==> config.mk <==
export PLATFORM = sky130hd
export DESIGN_NAME = xleg_shoot_guard
export DESIGN_NICKNAME = d
export VERILOG_FILES = /design/src/rtl/xleg_pkg.sv /design/src/rtl/xleg_gate_sync.sv /design/src/rtl/xleg_pair_timer.sv /design/src/rtl/xleg_first_latch.sv /design/src/rtl/xleg_shoot_guard.sv
export SDC_FILE = /design/constraint.sdc
export NUM_CORES = 1
export LEC_CHECK = 0
export ABC_AREA = 1
export BUFFER_PORTS_ARGS = -buffer_cell sky130_fd_sc_hd__buf_2
export CELL_PAD_IN_SITES_DETAIL_PLACEMENT = 0
export CELL_PAD_IN_SITES_GLOBAL_PLACEMENT = 1
export CORE_MARGIN = 4
export CORE_UTILIZATION = 48
export CTS_BUF_LIST = sky130_fd_sc_hd__clkbuf_8
export DETAILED_ROUTE_END_ITERATION = 8
export MAX_ROUTING_LAYER = met4
export PLACE_DENSITY_LB_ADDON = 0.1
export SLEW_MARGIN = 20
export SYNTH_ARGS = -nofsm -noshare
export SYNTH_HDL_FRONTEND = slang
export SYNTH_SLANG_ARGS = --single-unit
==> constraint.sdc <==
create_clock -name clk -period 3.55 [get_ports clk]
set_input_delay 0.5325 -clock clk [delete_from_list [all_inputs] [get_ports clk]]
set_output_delay 0.5325 -clock clk [all_outputs]
set_load 0.02 [all_outputs]
==> src/rtl/xleg_pkg.sv <==
package xleg_pkg;
  localparam int unsigned XLEG_LEGS_DEF    = 4;
  localparam int unsigned XLEG_OVL_MAX_DEF = 800;

  function automatic int unsigned xleg_idx_bits(input int unsigned n);
    return (n > 1) ? $clog2(n) : 1;
  endfunction
endpackage

==> src/rtl/xleg_gate_sync.sv <==
module xleg_gate_sync #(
  parameter int unsigned W = 8
) (
  input  logic         clk,
  input  logic         rst_n,
  input  logic         act_low,
  input  logic [W-1:0] raw_in,
  output logic [W-1:0] on_out
);
  logic [W-1:0] norm;
  logic [W-1:0] stage1;

  // fold polarity in before the flops so both stages hold "on" levels
  assign norm = raw_in ^ {W{act_low}};

  always_ff @(posedge clk) begin
    if (!rst_n) begin
      stage1 <= '0;
      on_out <= '0;
    end else begin
      stage1 <= norm;
      on_out <= stage1;
    end
  end
endmodule

==> src/rtl/xleg_pair_timer.sv <==
module xleg_pair_timer #(
  parameter int unsigned CNT_W   = 10,
  parameter int unsigned OVL_MAX = 800
) (
  input  logic             clk,
  input  logic             rst_n,
  input  logic             cond,
  input  logic [CNT_W-1:0] lim,
  output logic             trip
);
  logic [CNT_W-1:0] cnt;

  always_ff @(posedge clk) begin
    if (!rst_n) begin
      cnt <= '0;
    end else if (!cond) begin
      cnt <= '0;
    end else if (cnt < lim) begin
      cnt <= cnt + 1'b1;
    end
  end

  // cnt equals the number of earlier consecutive samples with cond set
  assign trip = cond && (cnt >= lim);

  AST_CNT_BOUND: assert property (@(posedge clk) disable iff (!rst_n)
    cnt <= CNT_W'(OVL_MAX));
endmodule

==> src/rtl/xleg_first_latch.sv <==
module xleg_first_latch #(
  parameter int unsigned N_LEGS = 4,
  parameter int unsigned IDX_W  = 2,
  localparam int unsigned NP    = N_LEGS * N_LEGS
) (
  input  logic             clk,
  input  logic             rst_n,
  input  logic             clr,
  input  logic [NP-1:0]    pair_trip,
  output logic             viol,
  output logic [IDX_W-1:0] hi_leg,
  output logic [IDX_W-1:0] lo_leg
);
  logic             any_trip;
  logic [IDX_W-1:0] sel_hi;
  logic [IDX_W-1:0] sel_lo;

  assign any_trip = |pair_trip;

  // scan from the top so the lowest upper index, then lowest lower index, wins
  always_comb begin
    sel_hi = '0;
    sel_lo = '0;
    for (int i = N_LEGS - 1; i >= 0; i--) begin
      for (int j = N_LEGS - 1; j >= 0; j--) begin
        if (pair_trip[i*N_LEGS + j]) begin
          sel_hi = IDX_W'(i);
          sel_lo = IDX_W'(j);
        end
      end
    end
  end

  always_ff @(posedge clk) begin
    if (!rst_n) begin
      viol   <= 1'b0;
      hi_leg <= '0;
      lo_leg <= '0;
    end else if (clr) begin
      viol   <= 1'b0;
      hi_leg <= '0;
      lo_leg <= '0;
    end else if (!viol && any_trip) begin
      viol   <= 1'b1;
      hi_leg <= sel_hi;
      lo_leg <= sel_lo;
    end
  end

  AST_STICKY_FLAG: assert property (@(posedge clk) disable iff (!rst_n)
    (viol && !clr) |=> viol);
  AST_INDEX_HOLD: assert property (@(posedge clk) disable iff (!rst_n)
    (viol && !clr) |=> ($stable(hi_leg) && $stable(lo_leg)));
  AST_DISTINCT_LEGS: assert property (@(posedge clk) disable iff (!rst_n)
    viol |-> (hi_leg != lo_leg));
endmodule

==> src/rtl/xleg_shoot_guard.sv <==
module xleg_shoot_guard
  import xleg_pkg::*;
#(
  parameter int unsigned N_LEGS  = XLEG_LEGS_DEF,
  parameter int unsigned OVL_MAX = XLEG_OVL_MAX_DEF,
  parameter int unsigned OVL_W   = 10,
  localparam int unsigned LC_W   = $clog2(N_LEGS + 1),
  localparam int unsigned IDX_W  = xleg_idx_bits(N_LEGS),
  localparam int unsigned CNT_W  = $clog2(OVL_MAX + 1),
  localparam int unsigned NP     = N_LEGS * N_LEGS
) (
  input  logic              clk,
  input  logic              rst_n,
  input  logic              gate_act_low,
  input  logic [LC_W-1:0]   leg_count,
  input  logic [OVL_W-1:0]  ovl_limit,
  input  logic [N_LEGS-1:0] gate_hi,
  input  logic [N_LEGS-1:0] gate_lo,
  input  logic              clr,
  output logic              viol,
  output logic [IDX_W-1:0]  viol_hi_leg,
  output logic [IDX_W-1:0]  viol_lo_leg
);
  logic [2*N_LEGS-1:0] raw_gates;
  logic [2*N_LEGS-1:0] on_gates;
  logic [N_LEGS-1:0]   s_hi;
  logic [N_LEGS-1:0]   s_lo;
  logic [N_LEGS-1:0]   leg_en;
  logic [CNT_W-1:0]    lim_eff;
  logic [NP-1:0]       pair_trip;

  assign raw_gates = {gate_lo, gate_hi};

  xleg_gate_sync #(.W(2*N_LEGS)) u_sync (
    .clk     (clk),
    .rst_n   (rst_n),
    .act_low (gate_act_low),
    .raw_in  (raw_gates),
    .on_out  (on_gates)
  );

  assign s_hi = on_gates[N_LEGS-1:0];
  assign s_lo = on_gates[2*N_LEGS-1:N_LEGS];

  always_comb begin
    for (int k = 0; k < N_LEGS; k++) begin
      leg_en[k] = (LC_W'(k) < leg_count);
    end
  end

  assign lim_eff = (ovl_limit > OVL_W'(OVL_MAX)) ? CNT_W'(OVL_MAX)
                                                  : CNT_W'(ovl_limit);

  for (genvar gi = 0; gi < N_LEGS; gi++) begin : g_up
    for (genvar gj = 0; gj < N_LEGS; gj++) begin : g_dn
      if (gi != gj) begin : g_pair
        logic cond;
        assign cond = s_hi[gi] & s_lo[gj] & leg_en[gi] & leg_en[gj];
        xleg_pair_timer #(.CNT_W(CNT_W), .OVL_MAX(OVL_MAX)) u_timer (
          .clk   (clk),
          .rst_n (rst_n),
          .cond  (cond),
          .lim   (lim_eff),
          .trip  (pair_trip[gi*N_LEGS + gj])
        );
      end else begin : g_self
        assign pair_trip[gi*N_LEGS + gj] = 1'b0;
      end
    end
  end

  xleg_first_latch #(.N_LEGS(N_LEGS), .IDX_W(IDX_W)) u_latch (
    .clk       (clk),
    .rst_n     (rst_n),
    .clr       (clr),
    .pair_trip (pair_trip),
    .viol      (viol),
    .hi_leg    (viol_hi_leg),
    .lo_leg    (viol_lo_leg)
  );

  AST_RISE_NEEDS_TRIP: assert property (@(posedge clk) disable iff (!rst_n)
    $rose(viol) |-> $past(|pair_trip));
endmodule

# After elaboration in Yosys (flattened, before gate mapping)

Cells that the tools add are included.

Bits of input ports: 25
Output and inout bits: 5
Logic and storage cells: 149
Flip-flop bits (word level): 141

Bitwise operators: 38
Add/sub/neg operators: 12
Multiplexer cells: 25
Magnitude comparators: 29
Reduce and logical (&&, ||, !) cells: 28

Operators by type and width:

| operator                                                                    | number |
|---|---|
| 10-bit by 1-bit adder with 10-bit output, second input constant             | 12 |
| 10-bit greater-or-equal comparator                                          | 12 |
| 10-bit less-than comparator                                                 | 12 |
| 2-bit 2-to-1 mux                                                            | 24 |
| 1-bit AND                                                                   | 36 |
| 2-bit AND reduction                                                         | 12 |
| 1-bit logical AND                                                           | 13 |
| 12-bit OR reduction                                                         | 1 |
| 10-bit greater-than comparator, second input constant                       | 1 |
| 10-bit 2-to-1 mux                                                           | 1 |
| 8-bit XOR                                                                   | 1 |
| 1-bit by 3-bit less-than comparator with 1-bit output, first input constant | 2 |
| 2-bit by 3-bit less-than comparator with 1-bit output, first input constant | 2 |
| 2-bit OR reduction                                                          | 1 |
| 1-bit logical NOT                                                           | 1 |
| 1-bit NOT                                                                   | 1 |

# Logic depth before layout (Yosys ltp)

Gate-level depths: netlist of the first run.

Depth after elaboration: 16
Depth in mapped cells: 23
Gate-level depth less buffers: 23

# By module

Synthesis of the first run repeated with hierarchy kept, for this count alone.

Cell total of the unflattened synthesis: 1,692
Area, all modules: 10,978.0 um^2

By module, submodules not included:

| module           | area each (um^2) | times used | cells each | sequential area each (um^2) |
|---|---|---|---|---|
| xleg_pair_timer  | 815.8            | 12         | 125        | 200.2 |
| xleg_gate_sync   | 551.8            | 1          | 68         | 320.3 |
| xleg_first_latch | 404.1            | 1          | 72         | 100.1 |
| xleg_shoot_guard | 232.7            | 1          | 52         | 0.0 |

# Least setup slack after synthesis of the first run

Ideal clock, no wire load.

Path type: input to register
From: input ovl_limit[0]
To: register g_up[1].g_dn[0].g_pair.u_timer.cnt[9]
Path buffers: 0
Setup slack: 0.232 ns
Data required time: 3.429 ns
Arrival: 3.197 ns
Cell stages on the path: 18
Library setup time: 0.121 ns
Cell sequence: or2_2 -> o41ai_1 -> nand2_1 -> and3_1 -> nor2_1 -> ha_1 -> nand2_1 -> inv_1 -> nand2_1 -> nand2_1 -> nand2_1 -> nand3_4 -> nor3_4 -> nand3_2 -> nor3_2 -> nand3_1 -> xor2_1 -> nor2_1

Word-level cells in the longest chain between the ends: 3

Ends and longest elaborated chain:

| what                            | line                   | source |
|---|---|---|
| start: declaration              | xleg_shoot_guard.sv:16 | `input logic [OVL_W-1:0] ovl_limit,` |
| 10-bit greater-than comparator  | xleg_shoot_guard.sv:51 | `assign lim_eff = (ovl_limit > OVL_W'(OVL_MAX)) ? CNT_W'(OVL_MAX)` |
| 10-bit 2-to-1 mux (*)           | xleg_shoot_guard.sv:51 |  |
| 10-bit less-than comparator (*) | xleg_pair_timer.sv:18  | `end else if (cnt < lim) begin` |
| end signal: assignment          | xleg_pair_timer.sv:19  | `cnt <= cnt + 1'b1;` |
| end: declaration                | xleg_pair_timer.sv:11  | `logic [CNT_W-1:0] cnt;` |

Every way passes the cells marked *; elsewhere a longest branch is shown, timed or not.
A chain may end at the register's enable or synchronous reset.

# Worst setup path in the final report of the first run

From: input ovl_limit[0]
To: register g_up[1].g_dn[3].g_pair.u_timer.cnt[8]

Word-level cells in the longest chain between the ends: 3

Ends and longest elaborated chain:

| what                            | line |
|---|---|
| 10-bit greater-than comparator  | xleg_shoot_guard.sv:51 |
| 10-bit 2-to-1 mux (*)           | xleg_shoot_guard.sv:51 |
| 10-bit less-than comparator (*) | xleg_pair_timer.sv:18 |
| end signal: assignment          | xleg_pair_timer.sv:19 |
| end: declaration                | xleg_pair_timer.sv:11 |

Marks and branches as above.

==> results.py, run 1 <==
metrics = {
    "detailed_routing": {
        "first_pass_iters": 5,
        "num_vias": 8005,
        "antenna_left": 0,
        "drtIter0Drc": 385,
        "vias_per_cell": 4.89,
        "drt_wl_total_um": 21300,
        "wl_per_cell_um": 13.0,
        "drc": 0,
    },
    "cells_and_area": {
        "layout.nets": 1522,
        "layout-drive-gt1-share_pct": 10.6,
        "final_util_pct": 55.6,
        "seq_area_mm2": 0.00282,
        "nFillCells": 1891,
        "area_growth_pct": 12.8,
        "multi_input_area_mm2": 0.00570,
        "postLayoutCellArea_mm2": 0.0105,
        "final_common_cell": "nand2_1",
        "mostFrequentLayoutCells": "nand2_1 (286), inv_1 (209), dfxtp_1 (141)",
        "layoutNonFillerInstCount": 1638,
        "diodes": 0,
    },
    "timing": {
        "hold_viol": 0,
        "worst_pin_slew_ns": 0.702,
        "fin_ws_ns": 0.480,
        "slew_violations": 0,
        "hold_ws_ns": 0.328,
        "relSlewSlack_pct": 53.2,
        "period_minus_slack_ns": 3.07,
        "fin_crit_sh_pct": 86.5,
        "fmax_ghz": 0.326,
        "fin_setup_tns_ns": 0,
        "clock_skew_ns": 0.0117,
        "rsz0062_at_grt": "no",
        "setup_viol": 0,
    },
    "logic_synthesis": {
        "ys_warn_count": 0,
        "ys_seq_area_share_pct": 30.3,
        "synth_seq_cells": 141,
        "synth_area_mm2": 0.00932,
        "ys.flop_type": "dfxtp_1",
        "synth-adder-area-share_pct": 17.7,
        "synthTopCellsByArea": "dfxtp_1 (30%), ha_1 (18%), nand2_1 (12%)",
        "synth_top_family_by_area": "simple AND/OR/NAND/NOR gates",
        "ys_async_sr_fraction_pct": 0,
        "yosysUniqueCellTypes": 35,
        "synthSimpleGateAreaFrac_pct": 28.1,
        "syn_inst": 1283,
        "syn_area_per_cell_um2": 7.26,
        "synth_top_area_share_pct": 30.3,
        "synth-edff-count": 0,
        "synth_xor_area_share_pct": 2.73,
        "synth.net_count": 1440,
        "synth_compound_gate_area_share_pct": 12.6,
        "yosys.area.top_type": "dfxtp_1",
        "synth.area.mux_share_pct": 0,
    },
    "setup_path": {
        "crit_cells": 19,
        "cpLargestDelayFamily": "simple AND/OR/NAND/NOR gates",
        "critical_path_class": "input port to register",
        "crit_top_cell": "nand2_1",
        "cp-start-kind": "input port",
        "critPathMaxFanout": 7,
        "worst_setup_path_end_kind": "register",
        "crit_buf_inv": 3,
        "worst_ep_arrival_time_ns": 3.40,
        "max_stage_delay_ns": 0.30,
        "rr_worst_depth": 13,
        "worst_ep_required_time_ns": 3.88,
        "crit_chain": "buf_2, or2_2, o41ai_1, nand2_1, and3_1, inv_1, nand2_1, buf_4, ha_1, nand2_1, nand2_1, a21oi_1, nand3_1, nor3_2, nand3_1, nor2_1, nand2_1, o21ai_0, a21oi_1",
        "cp_slowest_cell": "ha_1",
    },
    "clock_network": {
        "cts_root_buf": "clkbuf_8",
        "postCtsSetupRepairBufs": 0,
        "cts.sinks": 141,
        "cts_tree": "built",
        "cts_buffers": 17,
        "cts_buffer_depth": 2,
        "path_clk_slew_ns": 0.08,
        "postCtsHoldBufs": 0,
        "clock_latency_ns": 0.44,
        "cts-htree-levels": 4,
        "cts.repair.resized": 0,
    },
    "pwr": {
        "total_power_mw": 3.21,
        "powerDensity_mw_per_mm2": 306,
        "peakVddDrop_mv": 0.249,
        "netSwitchingFraction_pct": 25.7,
        "p_comb_share_pct": 8.2,
        "seqPwrFrac_pct": 49.7,
        "p_int_mw": 2.39,
        "netSwitchingPower_mw": 0.827,
        "leakagePower_nw": 4.95,
        "pwr-share-clk_pct": 42.1,
    },
    "placement": {
        "port-buffer-count": 29,
        "place_inst": 1606,
        "dp_hpwl_um": 16400,
        "postPlaceCellArea_mm2": 0.0101,
        "post-place-ws_ns": 0.0383,
        "place_congestion": 0.808,
    },
    "die": {
        "die_h_um": 147,
        "core_area_mm2": 0.0189,
        "ioPinCount": 30,
        "start_util_pct": 49.3,
        "chipWidth_um": 147,
        "rows": 50,
        "die_area_mm2": 0.0217,
    },
    "grt": {
        "grt_max_degree": 22,
        "met1_usage_pct": 27.1,
        "use_met3_pct": 4.04,
        "antenna_found_initial": 0,
        "grtUsageMet2_pct": 34.0,
        "grt_pass1_vias": 7407,
        "grt_usage_pct": 20.8,
        "grt_pass1_wl_um": 35700,
        "grt_overflow": 0,
        "top_usage_layer": "met2",
    },
    "worst_hold_path": {
        "hold_class": "input port to register",
        "whs_path_depth": 3,
    },
    "outcome": {
        "outcome": "completed",
    },
    "run": {
        "cap_violations": 0,
    },
}
[state kept, by name (all words and copies together) (netlist names)]
name / cells
g_up.g_dn.g_pair.u_timer.cnt: 120
u_latch.hi_leg: 2
u_latch.lo_leg: 2
u_latch.viol: 1
u_sync.on_out: 8
u_sync.stage1: 8
[power by group through the flow]
| stage | clock (mW) | sequential [mW] | combinational, mW |
|---|---|---|---|
| floorplan | 0 | 1.63 | 0.158 |
| global placement | 0 | 1.63 | 0.262 |
| detailed placement | 0 | 1.63 | 0.266 |
| CTS | 1.39 | 1.60 | 0.268 |
| global route | 1.47 | 1.60 | 0.305 |
| finish | 1.35 | 1.60 | 0.264 |
[cell usage after synthesis (all sizes together) (7+ instances only)]
master	count
nand2	287
inv	208
dfxtp	141
ha	132
nor2	122
a21oi	110
nand3	62
o21ai	61
nor3	41
nand4	24
o21a	17
xor2	17
o21bai	14
nor3b	12
xnor2	12
a21o	7
[cells by family (layout without fill, tap and decap cells)]
group	after synthesis	in the layout
AO/OA/AOI/OAI	212	212
XOR/XNOR	29	29
adder cells (fa/ha/maj)	132	132
buffers and inverters	212	307
flip-flops	141	141
AND/OR/NAND/NOR	557	557
[layout make-up]
cell class	instances	area share [%]
Multi-Input combinational cell	930	54.2
Clock inverter	15	1.65
Inverter	209	7.46
Timing Repair Buffer	66	4.50
Sequential cell	141	26.8
Tap cell	260	3.09
Clock buffer	17	2.23
[layer usage]
layer  up-vias  wire (um)
met4         0        273
met2        71       9660
met3        19        543
met1      3552      10800
li1       4363          -
met5         -          0
[worst paths after layout]
| path | slack, ns | start | to |
|---|---|---|---|
| setup / recovery | 0.48 | ovl_limit[0] | g_up[1].g_dn[3].g_pair.u_timer.cnt[8] |
| hold / removal | 0.33 | gate_hi[3] | u_sync.stage1[3] |
| setup reg to reg | 1.45 | g_up[0].g_dn[3].g_pair.u_timer.cnt[3] | g_up[0].g_dn[3].g_pair.u_timer.cnt[8] |
| hold reg to reg | 0.42 | u_sync.stage1[0] | u_sync.on_out[0] |
[worst register-to-register path: stages (launching register included)]
cell and delay, ns:
dfxtp_1 0.45, ha_1 0.29, nand2_1 0.07, nand2_1 0.05
nand2_1 0.05, nand2_1 0.06, nand2_1 0.10, nand3_2 0.15
nor3_2 0.20, nand3_1 0.15, nor2_2 0.15, nand3_1 0.10
o21ai_1 0.14, a21oi_1 0.05
No activity file was read; power rests on OpenSTA's default activity.
==> inputs of run 2 (changes only) <==
--- a/config.mk
+++ b/config.mk
@@ -14,2 +14,3 @@
 export CTS_BUF_LIST = sky130_fd_sc_hd__clkbuf_8
+export CTS_CLUSTER_SIZE = 16
 export DETAILED_ROUTE_END_ITERATION = 8
==> constraint.sdc (replaced) <==
create_clock -name clk -period 3.55 [get_ports clk]
set_input_delay 0.1775 -clock clk [delete_from_list [all_inputs] [get_ports clk]]
set_output_delay 0.1775 -clock clk [all_outputs]
set_load 0.02 [all_outputs]
==> run 2 against run 1 <==
Effect of this change: global-route usage shrank 0.15 points; final cell count shrank 1.2%; die area stayed put; critical path type unchanged; final area shrank 1.3%; clock power grew 9.6%; worst hold slack worse by 0.28 ns; first-iteration DRC count shrank 24%.
==> results.py, run 2 (same netlist as run 1, synthesis figures left out) <==
metrics = {
    "setup_path": {
        "critPathMaxFanout": 12,
        "critical_path_class": "input port to register",
        "crit_top_cell": "nand2_1",
        "worst_ep_arrival_time_ns": 3.14,
        "worst_setup_path_end_kind": "register",
        "cpLargestDelayFamily": "simple AND/OR/NAND/NOR gates",
        "cp_slowest_cell": "ha_1",
        "crit_buf_inv": 5,
        "crit_chain": "buf_2, or2_2, o41ai_1, nand2_1, and3_1, inv_1, nand2_1, buf_4, ha_1, nand2_1, inv_1, nand2_1, nand2_1, nand2_1, nand3_2, o21ai_2, nand2_1, nor2_1, nand3_1, nand2_2, inv_1, o21ai_1, a21oi_1",
        "worst_ep_required_time_ns": 3.89,
        "cp-start-kind": "input port",
        "max_stage_delay_ns": 0.29,
    },
    "placement": {
        "postPlaceCellArea_mm2": 0.00985,
        "port-buffer-count": 29,
        "place_inst": 1579,
        "place_congestion": 0.834,
        "dp_hpwl_um": 15900,
    },
    "pwr": {
        "leakagePower_nw": 4.84,
        "peakVddDrop_mv": 0.291,
        "p_comb_share_pct": 7.7,
        "pwr-share-clk_pct": 44.5,
        "seqPwrFrac_pct": 47.9,
        "powerDensity_mw_per_mm2": 321,
        "netSwitchingPower_mw": 0.871,
        "total_power_mw": 3.33,
        "netSwitchingFraction_pct": 26.1,
        "p_int_mw": 2.46,
    },
    "timing": {
        "relSlewSlack_pct": 50.8,
        "fmax_ghz": 0.358,
        "hold_viol": 0,
        "hold_ws_ns": 0.0447,
        "fin_crit_sh_pct": 78.8,
        "setup_viol": 0,
        "rsz0062_at_grt": "no",
        "worst_pin_slew_ns": 0.732,
        "clock_skew_ns": 0.0146,
        "period_minus_slack_ns": 2.80,
        "slew_violations": 0,
        "fin_setup_tns_ns": 0,
    },
    "clock_network": {
        "cts_buffer_depth": 2,
        "cts.repair.resized": 0,
        "cts_tree": "built",
        "cts_root_buf": "clkbuf_8",
        "clock_latency_ns": 0.46,
        "cts_buffers": 17,
        "cts.sinks": 141,
        "path_clk_slew_ns": 0.08,
        "cts-htree-levels": 4,
    },
    "grt": {
        "grt_overflow": 0,
        "grt_pass1_wl_um": 35300,
        "grt_max_degree": 22,
        "grt_pass1_vias": 7195,
        "grt_usage_pct": 20.7,
        "antenna_found_initial": 0,
    },
    "cells_and_area": {
        "layoutNonFillerInstCount": 1619,
        "final_common_cell": "nand2_1",
        "reg_top3": "g_up.g_dn.g_pair.u_timer.cnt x120, u_sync.on_out x8, u_sync.stage1 x8",
        "layout.nets": 1503,
        "top_register": "g_up.g_dn.g_pair.u_timer.cnt",
        "postLayoutCellArea_mm2": 0.0104,
        "area_growth_pct": 11.3,
        "mostFrequentLayoutCells": "nand2_1 (286), inv_1 (208), dfxtp_1 (141)",
        "layout-drive-gt1-share_pct": 8.83,
        "largest_reg_flops": 120,
        "diodes": 0,
        "nFillCells": 1892,
    },
    "die": {
        "core_area_mm2": 0.0189,
        "ioPinCount": 30,
        "start_util_pct": 49.3,
        "die_h_um": 147,
        "rows": 50,
        "die_area_mm2": 0.0217,
        "chipWidth_um": 147,
    },
    "detailed_routing": {
        "antenna_left": 0,
        "drc": 0,
        "num_vias": 7908,
        "wl_per_cell_um": 13.1,
        "drt_wl_total_um": 21200,
        "drtIter0Drc": 291,
        "vias_per_cell": 4.88,
        "first_pass_iters": 5,
    },
    "worst_hold_path": {
        "hold_class": "input port to register",
    },
    "outcome": {
        "outcome": "completed",
    },
    "run": {
        "cap_violations": 0,
    },
}
run 2: through the flow:
step                util (%)  setup slack (ns)
detailed placement      52.2             0.302
CTS                     54.9             0.789
global route            54.9             0.404
global placement        52.2             0.316
floorplan                  -             0.587
finish                  54.9             0.753
run 2: final cells by class:
class | count | area, um^2 | share of cell area, %
Timing Repair Buffer | 47 | 300 | 2.89
Inverter | 209 | 785 | 7.56
Clock inverter | 15 | 209 | 2.01
Sequential cell | 141 | 2820 | 27.2
Tap cell | 260 | 325 | 3.14
Clock buffer | 17 | 234 | 2.25
Multi-Input combinational cell | 930 | 5700 | 54.9
run 2: routing by layer:
metal | wire length, um | up-vias | part of all wire, % | GRT usage, %
met3 | 652 | 19 | 3.1 | 3.55
li1 | - | 4327 | - | -
met4 | 270 | 0 | 1.3 | 4.66
met1 | 10900 | 3478 | 52 | 27.8
met2 | 9310 | 84 | 44 | 32.9
met5 | 0 | - | 0 | -
run 2: power by group through the flow:
| stage | clock network, mW | logic (mW) | registers (mW) |
|---|---|---|---|
| 4_1_cts | 1.52 | 0.258 | 1.60 |
| 5_1_grt | 1.59 | 0.297 | 1.60 |
| 3_5_place_dp | 0 | 0.249 | 1.63 |
| 2_1_floorplan | 0 | 0.158 | 1.63 |
| 6_report | 1.48 | 0.256 | 1.60 |
| 3_3_place_gp | 0 | 0.245 | 1.63 |
run 2: timing repair:
action | CTS | global route
setup buffers | 0 | 0
hold buffers | 8 | 0
endpoints found under the setup margin | 0 | 0
endpoints found under the hold margin | 8 | 0
run 2: worst paths after layout:
kind,startpoint,endpoint,slack [ns],cells past startpoint
max,ovl_limit[0],u_latch.lo_leg[0],0.75,23
min reg2reg,u_sync.stage1[0],u_sync.on_out[0],0.42,2
max reg2reg,g_up[3].g_dn[1].g_pair.u_timer.cnt[5],g_up[3].g_dn[1].g_pair.u_timer.cnt[9],1.39,12
min,clr,u_latch.lo_leg[0],0.04,4
run 2: worst register-to-register path, cell delays in order (launching register included):
cell and delay (ns):
dfxtp_1 0.42, ha_1 0.27, nand2_1 0.12, inv_1 0.05, nand2_1 0.05, nand2_1 0.05
nand2_1 0.08, nand3_2 0.14, nor3_2 0.25, nand4_1 0.22, nor3_2 0.20, xnor2_1 0.15
nor2_1 0.05
